File: config.mk
export PLATFORM = sky130hd
export DESIGN_NAME = mem_wheel_arbiter
export DESIGN_NICKNAME = d
export VERILOG_FILES = /design/src/rtl/mw_pkg.sv /design/src/rtl/mw_wheel.sv /design/src/rtl/mw_sel.sv /design/src/rtl/mw_slot_ctl.sv /design/src/rtl/mem_wheel_arbiter.sv
export SDC_FILE = /design/constraint.sdc
export NUM_CORES = 1
export LEC_CHECK = 0
export ABC_AREA = 1
export BUFFER_PORTS_ARGS = -buffer_cell sky130_fd_sc_hd__clkbuf_2
export CORE_AREA = 2 2 163 165
export CTS_BUF_LIST = sky130_fd_sc_hd__clkbuf_8
export DETAILED_ROUTE_END_ITERATION = 10
export DIE_AREA = 0 0 165 167
export SYNTH_ARGS = -nofsm -noshare
export SYNTH_HDL_FRONTEND = slang
export SYNTH_HIERARCHICAL = 1
export SYNTH_SLANG_ARGS = --single-unit
File: constraint.sdc
create_clock -name clk -period 1.9 [get_ports clk]
set_input_delay 0.095 -clock clk [delete_from_list [all_inputs] [get_ports clk]]
set_output_delay 0.095 -clock clk [all_outputs]
set_load 0.005 [all_outputs]
File: src/rtl/mw_pkg.sv
package mw_pkg;
   typedef enum logic {
      PH_IDLE = 1'b0,
      PH_BUSY = 1'b1
   } mw_phase_e;

   // index width that stays at least one bit for degenerate counts
   function automatic int unsigned idx_w(input int unsigned n);
      return (n > 1) ? $clog2(n) : 1;
   endfunction
endpackage

File: src/rtl/mw_wheel.sv
module mw_wheel #(
   parameter int unsigned N   = 4,
   parameter int unsigned WIN = 13,
   localparam int unsigned OW = mw_pkg::idx_w(N),
   localparam int unsigned SW = mw_pkg::idx_w(WIN)
) (
   input  logic          clk,
   input  logic          rst_n,
   output logic [OW-1:0] owner,
   output logic [SW-1:0] slot
);
   localparam logic [SW-1:0] SLOT_LAST  = SW'(WIN - 1);
   localparam logic [OW-1:0] OWNER_LAST = OW'(N - 1);

   always_ff @(posedge clk or negedge rst_n) begin
      if (!rst_n) begin
         owner <= '0;
         slot  <= '0;
      end else if (slot == SLOT_LAST) begin
         slot  <= '0;
         owner <= (owner == OWNER_LAST) ? '0 : owner + OW'(1);
      end else begin
         slot  <= slot + SW'(1);
      end
   end
endmodule

File: src/rtl/mw_sel.sv
module mw_sel #(
   parameter int unsigned N  = 4,
   parameter int unsigned AW = 16,
   parameter int unsigned DW = 32,
   localparam int unsigned OW = mw_pkg::idx_w(N)
) (
   input  logic [OW-1:0]   owner,
   input  logic [N-1:0]    req,
   input  logic [N-1:0]    we,
   input  logic [N*AW-1:0] addr,
   input  logic [N*DW-1:0] wdata,
   output logic            sel_req,
   output logic            sel_we,
   output logic [AW-1:0]   sel_addr,
   output logic [DW-1:0]   sel_wdata
);
   logic [N-1:0]         hit;
   logic [N-1:0][AW-1:0] lane_addr;
   logic [N-1:0][DW-1:0] lane_wdata;

   for (genvar g = 0; g < N; g++) begin : g_lane
      assign hit[g]        = (owner == OW'(g));
      assign lane_addr[g]  = hit[g] ? addr[g*AW +: AW]  : '0;
      assign lane_wdata[g] = hit[g] ? wdata[g*DW +: DW] : '0;
   end

   always_comb begin
      sel_addr  = '0;
      sel_wdata = '0;
      for (int i = 0; i < N; i++) begin
         sel_addr  = sel_addr  | lane_addr[i];
         sel_wdata = sel_wdata | lane_wdata[i];
      end
   end

   assign sel_req = |(req & hit);
   assign sel_we  = |(we & hit);
endmodule

File: src/rtl/mw_slot_ctl.sv
module mw_slot_ctl
   import mw_pkg::*;
#(
   parameter int unsigned N   = 4,
   parameter int unsigned WIN = 13,
   parameter int unsigned LAT = 13,
   localparam int unsigned OW = mw_pkg::idx_w(N),
   localparam int unsigned SW = mw_pkg::idx_w(WIN)
) (
   input  logic          clk,
   input  logic          rst_n,
   input  logic [OW-1:0] owner,
   input  logic [SW-1:0] slot,
   input  logic          sel_req,
   output logic          issue,
   output logic [N-1:0]  grant,
   output logic [N-1:0]  done
);
   localparam logic [SW-1:0] SLOT_DONE = SW'(LAT - 1);

   mw_phase_e phase;
   logic      finish;

   assign issue  = (phase == PH_IDLE) && (slot == '0) && sel_req;
   assign finish = (phase == PH_BUSY) && (slot == SLOT_DONE);

   always_ff @(posedge clk or negedge rst_n) begin
      if (!rst_n)      phase <= PH_IDLE;
      else if (issue)  phase <= PH_BUSY;
      else if (finish) phase <= PH_IDLE;
   end

   // owner cannot change between issue and finish: both lie in one window
   for (genvar g = 0; g < N; g++) begin : g_pulse
      assign grant[g] = issue  && (owner == OW'(g));
      assign done[g]  = finish && (owner == OW'(g));
   end
endmodule

File: src/rtl/mem_wheel_arbiter.sv
module mem_wheel_arbiter #(
   parameter int unsigned N_THREADS       = 4,
   parameter int unsigned ADDR_W          = 16,
   parameter int unsigned DATA_W          = 32,
   parameter int unsigned MEM_LAT         = 13,
   parameter int unsigned WIN_CYCLES      = MEM_LAT,
   parameter bit          ZERO_IDLE_RDATA = 1'b1
) (
   input  logic                          clk,
   input  logic                          rst_n,
   input  logic [N_THREADS-1:0]          thr_req,
   input  logic [N_THREADS-1:0]          thr_we,
   input  logic [N_THREADS*ADDR_W-1:0]   thr_addr,
   input  logic [N_THREADS*DATA_W-1:0]   thr_wdata,
   output logic [N_THREADS-1:0]          thr_grant,
   output logic [N_THREADS-1:0]          thr_done,
   output logic [N_THREADS*DATA_W-1:0]   thr_rdata,
   output logic                          mem_req,
   output logic                          mem_we,
   output logic [ADDR_W-1:0]             mem_addr,
   output logic [DATA_W-1:0]             mem_wdata,
   input  logic [DATA_W-1:0]             mem_rdata
);
   localparam int unsigned OW = mw_pkg::idx_w(N_THREADS);
   localparam int unsigned SW = mw_pkg::idx_w(WIN_CYCLES);

   if (N_THREADS < 1)          begin : g_bad_n   $error("N_THREADS must be at least 1"); end
   if (ADDR_W < 1)             begin : g_bad_aw  $error("ADDR_W must be at least 1"); end
   if (DATA_W < 1)             begin : g_bad_dw  $error("DATA_W must be at least 1"); end
   if (MEM_LAT < 2)            begin : g_bad_lat $error("MEM_LAT must be at least 2"); end
   if (WIN_CYCLES < MEM_LAT)   begin : g_bad_win $error("WIN_CYCLES must cover MEM_LAT"); end

   logic [OW-1:0]     owner;
   logic [SW-1:0]     slot;
   logic              sel_req;
   logic              sel_we;
   logic [ADDR_W-1:0] sel_addr;
   logic [DATA_W-1:0] sel_wdata;
   logic              issue;

   mw_wheel #(.N(N_THREADS), .WIN(WIN_CYCLES)) u_wheel (
      .clk   (clk),
      .rst_n (rst_n),
      .owner (owner),
      .slot  (slot)
   );

   mw_sel #(.N(N_THREADS), .AW(ADDR_W), .DW(DATA_W)) u_sel (
      .owner     (owner),
      .req       (thr_req),
      .we        (thr_we),
      .addr      (thr_addr),
      .wdata     (thr_wdata),
      .sel_req   (sel_req),
      .sel_we    (sel_we),
      .sel_addr  (sel_addr),
      .sel_wdata (sel_wdata)
   );

   mw_slot_ctl #(.N(N_THREADS), .WIN(WIN_CYCLES), .LAT(MEM_LAT)) u_ctl (
      .clk     (clk),
      .rst_n   (rst_n),
      .owner   (owner),
      .slot    (slot),
      .sel_req (sel_req),
      .issue   (issue),
      .grant   (thr_grant),
      .done    (thr_done)
   );

   assign mem_req   = issue;
   assign mem_we    = issue & sel_we;
   assign mem_addr  = issue ? sel_addr  : '0;
   assign mem_wdata = issue ? sel_wdata : '0;

   if (ZERO_IDLE_RDATA) begin : g_rd_gated
      for (genvar g = 0; g < N_THREADS; g++) begin : g_lane
         assign thr_rdata[g*DATA_W +: DATA_W] = thr_done[g] ? mem_rdata : '0;
      end
   end else begin : g_rd_bcast
      for (genvar g = 0; g < N_THREADS; g++) begin : g_lane
         assign thr_rdata[g*DATA_W +: DATA_W] = mem_rdata;
      end
   end
endmodule

Word level (Yosys, flattened, before mapping)

Index checks and enable logic that the tools add are counted.

Reductions and logical operators: 16
Equal/unequal tests: 4
Multiplexer cells: 18
Add/subtract/negate cells: 2
Bitwise gates (word level): 10

Operators with widths:

| kind                  | number |
|---|---|
| $mux W32              | 9 |
| $or A32 B32 Y32       | 3 |
| $mux W16              | 5 |
| $or A16 B16 Y16       | 3 |
| $logic_and A1 B1 Y1   | 11 |
| $and A4 B4 Y4         | 2 |
| $reduce_or A4 Y1      | 2 |
| $add A4 B1 Y4 const B | 1 |
| $eq A2 B2 Y1 const B  | 2 |
| $eq A4 B4 Y1 const B  | 1 |
| $logic_not A4 Y1      | 1 |
| $mux W4               | 1 |
| $add A2 B1 Y2 const B | 1 |
| $eq A2 B1 Y1 const B  | 1 |
| $logic_not A2 Y1      | 1 |
| $mux W1               | 2 |
| $mux W2               | 1 |
| $reduce_bool A2 Y1    | 1 |
| $and A1 B1 Y1         | 1 |
| $not A1 Y1            | 1 |

Output and inout bits: 186
Word-level logic and storage cells: 53
Bits of input ports: 234
Flip-flop bits (word level): 7

Logic depth before layout (Yosys ltp)

Depth in word-level cells: 6
Depth in mapped cells: 14

By module

The synthesis kept the hierarchy.

Modules (own cells, without submodules):

| module            | area each (µm²) | sequential area each (µm²) | instances | cells each |
|---|---|---|---|---|
| mw_sel            | 2062.0          | 0.0                        | 1         | 490 |
| mem_wheel_arbiter | 1418.9          | 0.0                        | 1         | 371 |
| mw_wheel          | 287.8           | 150.1                      | 1         | 31 |
| mw_slot_ctl       | 142.6           | 25.0                       | 1         | 27 |

Least setup slack after synthesis

No wires, ideal clock.

Kind: reg2out
Start point: reg u_wheel.owner[0]
End point: out mem_wdata[21]
Stages on the path, launching flop included: 15
Arrival time: 1.831 ns
Path slack: -0.026 ns
Cell sequence: dfrtp_1 inv_1 clkbuf_1 nand3_1 nand2_1 inv_1 nand2_1 inv_1 nor2_1 nand3_2 inv_1 buf_4 buf_4 nand2_1 inv_1

Elaborated cells on any way between the ends: 15
Those cells by class: eq/ne (3); mux (5); bitwise (4); reduce/logical (3)

RTL lines:

| element                              | RTL line                | source |
|---|---|---|
| start: declaration                   | mw_wheel.sv:9           | `output logic [OW-1:0] owner,` |
| start signal: assignment             | mw_wheel.sv:21          | `owner <= (owner == OWNER_LAST) ? '0 : owner + OW'(1);` |
| $eq A2 B1 Y1 (tied with other cells) | mw_sel.sv:22            | `assign hit[g] = (owner == OW'(g));` |
| $and A4 B4 Y4 (*)                    | mw_sel.sv:36            | `assign sel_req = \|(req & hit);` |
| $reduce_or A4 Y1 (*)                 | mw_sel.sv:36            |  |
| net sel_req                          | mem_wheel_arbiter.sv:35 | `logic sel_req;` |
| $logic_and A1 B1 Y1 (*)              | mw_slot_ctl.sv:24       | `assign issue = (phase == PH_IDLE) && (slot == '0) && sel_req;` |
| net mem_req                          | mem_wheel_arbiter.sv:18 | `output logic mem_req,` |
| $mux W32 (*)                         | mem_wheel_arbiter.sv:74 | `assign mem_wdata = issue ? sel_wdata : '0;` |
| end: declaration                     | mem_wheel_arbiter.sv:21 | `output logic [DATA_W-1:0] mem_wdata,` |

Mark *: on every way through the listed nets, which the timed path passes. The rest lies on a longest branch.

Worst setup path in the final report

Start point: reg u_wheel.owner[1]
End point: out thr_rdata[29]

Longest elaborated chain between the ends: 3

Ends and longest elaborated chain:

| element             | RTL line                | source |
|---|---|---|
| $logic_not A2 Y1    | mw_slot_ctl.sv:36       | `assign done[g] = finish && (owner == OW'(g));` |
| $logic_and A1 B1 Y1 | mw_slot_ctl.sv:36       |  |
| $mux W32            | mem_wheel_arbiter.sv:78 | `assign thr_rdata[g*DATA_W +: DATA_W] = thr_done[g] ? mem_rdata : '0;` |
| end: declaration    | mem_wheel_arbiter.sv:17 | `output logic [N_THREADS*DATA_W-1:0] thr_rdata,` |

No other way between the ends.

==> results.py <==
metrics = {
    "run_status": {
        "result_of_the_run": "complete, but fails checks",
        "failed_checks": "negative setup slack",
    },
    "worst_setup_path": {
        "timing.critical_path.to_type": "output port",
        "cp_data_required_time_ns": 1.80,
        "startpoint_types": "register",
        "cp.arrival_ns": 1.91,
        "crit_fanout": 8,
        "crit_type": "register to output port",
    },
    "timing": {
        "grt_setup_unrepaired": "true",
        "timing.clock.skew_ns": 0.00181,
        "max_slew_margin_pct": 83.8,
        "finalWorstPathRequiredPeriod_ns": 2.01,
        "layout_worst_path_cycle_share_pct": 106,
        "report.final.hold_viol_count": 0,
        "fin_ws_ns": -0.106,
        "worst_hold_slack_ns": 0.261,
        "tightestPinTransition_ns": 0.243,
        "final_max_slew_viol_count": 0,
        "final-setup-viol-count": 110,
        "max_freq_mhz": 499,
    },
    "yosys": {
        "synth_top_cell_by_area": "nand2_1",
        "top_cells_by_area_synth": "nand2_1, inv_1, nand3_1",
        "yosysWarningCount": 6,
        "netlist_instances": 919,
        "mappedNetlistArea_um2": 3910,
        "synth.avg_cell_area_um2": 4.26,
        "yosys.area.top_type_share_pct": 37.7,
        "yosys.cell_types.count": 15,
        "yosysSeqAreaShare_pct": 4.48,
        "synth-seq-cells": 7,
        "postSynthNetCount": 1156,
    },
    "clock_tree": {
        "clock_pin_slew_of_the_registers_on_the_worst_case_setup_and_hold_paths_ns": 0.04,
        "clk_path_buf_depth": 2,
        "clock_insertion_delay_worst_skew_ns": 0.23,
        "h-tree-depth": 1,
        "tritoncts_clock_tree": "yes",
        "cts_inserted_buffers": 3,
        "cts_root_buf": "clkbuf_8",
        "cts.sinks": 7,
    },
    "placed_design": {
        "place_worst_setup_slack_ns": 0.0287,
        "placed_cells_incl_taps": 1638,
        "globalplace.congestion": 0.831,
        "detailedPlacementHpwl_mm": 16.6,
        "port-buffer-count": 419,
    },
    "global_route": {
        "antenna_found_initial": 0,
        "largest_net_degree_at_the_start_of_global_routing": 80,
        "overflow": 0,
        "global_route_wire_length_before_repair_mm": 30.7,
        "gr-usage-all-layers_pct": 14.4,
        "first_global_vias": 5767,
    },
    "power_and_ir_drop": {
        "finalPower_uw": 795,
        "pd_cells_nw_per_um2": 108,
        "cellLeakagePower_uw": 0.00586,
        "ir_drop_mv": 0.185,
    },
    "finish": {
        "drive_gt1_share_pct": 40.9,
        "insertedDiodeCount": 0,
        "final_util_pct": 28.6,
        "layout_area_overhead_pct": 88.7,
        "design.final.nets": 1576,
        "final_cell_count_no_fill": 1673,
    },
    "floorplanning": {
        "floorplan.die_area_um2": 27600,
        "die_width_um": 165,
        "placeableCoreArea_um2": 25800,
        "die_h_um": 167,
        "initial_core_utilization_pct": 15.2,
        "io-pin-count": 420,
        "rows": 59,
    },
    "detailed_routing": {
        "routed_wire_length_mm": 23.5,
        "vias_per_cell": 3.99,
        "ant_nets": 0,
        "remaining_drc_errors": 0,
        "drt-wirelength-per-cell_um": 14.1,
        "drtIter0Drc": 304,
        "dr_total_vias": 6669,
        "drt-pass1-iter-count": 4,
    },
    "flow_run": {
        "max_cap_viol_count": 0,
    },
    "min_path": {
        "holdCritPathClass": "primary input to asynchronous set/reset pin",
    },
}
## synth_stat cells
| library cell | instances |
|---|---|
| nand3_1 | 152 |
| nor2_4 | 1 |
| o21ai_1 | 1 |
| nand3_2 | 3 |
| xnor2_1 | 1 |
| ha_1 | 3 |
| nand2_1 | 393 |
| nor2_1 | 12 |
| buf_2 | 43 |
| nand4_1 | 1 |
| dfrtp_1 | 7 |
| buf_4 | 2 |
| inv_1 | 290 |
| clkinv_1 | 1 |
| clkbuf_1 | 9 |
## worst max-delay path, stage by stage (launching register included)
cell       delay, ns
dfrtp_4         0.53
buf_8           0.15
buf_4           0.17
inv_2           0.08
nand2_2         0.08
nor2_4          0.13
buf_12          0.14
clkbuf_16       0.15
nand2_1         0.05
inv_1           0.08
clkbuf_2        0.11
## timing repair
action,4_1_cts,5_1_grt
resized for setup,42,81
pin swaps,3,5
gates cloned,7,10
hold buffers,1,0
setup endpoints to repair,50,124
hold endpoints to repair,7,0
setup buffers,13,2
## registers in the layout, summed over array words and instances, names as in the netlist
register	flops
u_ctl/phase	1
u_wheel/slot	4
u_wheel/owner	2
## cell families (layout without fill, tap and decap cells)
kind of cell / Yosys count / count (layout) / share of synthesized area (%)
flops: 7 / 7 / 4.48
simple gates: 562 / 562 / 59.5
compound gates: 1 / 1 / 0.128
fa+ha+maj: 3 / 3 / 0.960
buf+inv: 345 / 764 / 34.7
xor+xnor: 1 / 1 / 0.224
## stage by stage
stage	area, um2	TNS (ns)
floorplan	3920	0
global placement	6480	0
detailed placement	6480	0
CTS	6960	-3.37
global route	7380	-21.80
finish	7380	-5.39
## report_power, final
group	internal [uW]	switching, uW	total (uW)
clock network	142	69.2	211
registers	151	1.32	152
logic	231	201	431
total	524	271	795
## cell type report
type                            instances  area [um2]
Fill cell                            2958       18400
Inverter                              291        1100
Multi-Input combinational cell        567        2620
Timing Repair Buffer                  469        3010
Clock buffer                            3        41.3
Sequential cell                         7         184
Clock inverter                          1        5.00
Tap cell                              335         419
## path summary, 6_finish.rpt
path	start	endpoint	cells past startpoint	slack [ns]
max	u_wheel/owner[1]$_DFFE_PN0N_	thr_rdata[29]	10	-0.11
min	rst_n	u_wheel/owner[1]$_DFFE_PN0N_	2	0.26
max reg2reg	u_wheel/owner[1]$_DFFE_PN0N_	u_wheel/owner[1]$_DFFE_PN0N_	6	0.41
min reg2reg	u_ctl/phase$_DFFE_PN0P_	u_ctl/phase$_DFFE_PN0P_	2	0.55
max in group asynchronous	rst_n	u_wheel/owner[0]$_DFFE_PN0N_	2	1.44
min in group clk	mem_rdata[22]	thr_rdata[54]	4	0.49
## layout by cell type (no fill, tap or decap)
cell           Yosys  final
nand3_1          152    150
nand2_1          393    362
buf_16             0      8
dfrtp_2            0      1
nor2_1            12      5
buf_4              2     13
clkinv_4           0      1
ha_1               3      3
nand3_2            3      5
buf_2             43      3
o21ai_1            1      1
dfrtp_1            7      4
dlygate4sd3_1      0      1
dfrtp_4            0      2
clkbuf_8           0      3
clkbuf_16          0      8
clkbuf_2           0    413
nor2_2             0      2
buf_6              0      8
inv_2              0     25
inv_4              0      2
buf_8              0      1
buf_12             0     13
nand2_2            0      9
nand2_4            0     22
inv_1            290    262
clkinv_1           1      1
bufbuf_16          0      1
xnor2_1            1      1
clkinv_2           0      1
nor2_4             1      6
nand4_1            1      1
## per-layer routing
layer / wire (um) / track usage [%] / part of all wire (%)
met2: 12700 / 28.8 / 54
met3: 1490 / 1.82 / 6.3
met1: 8790 / 15.6 / 37
met4: 611 / 3.18 / 2.6
met5: 0 / 0 / 0
Power figures use the tool's default switching activity.
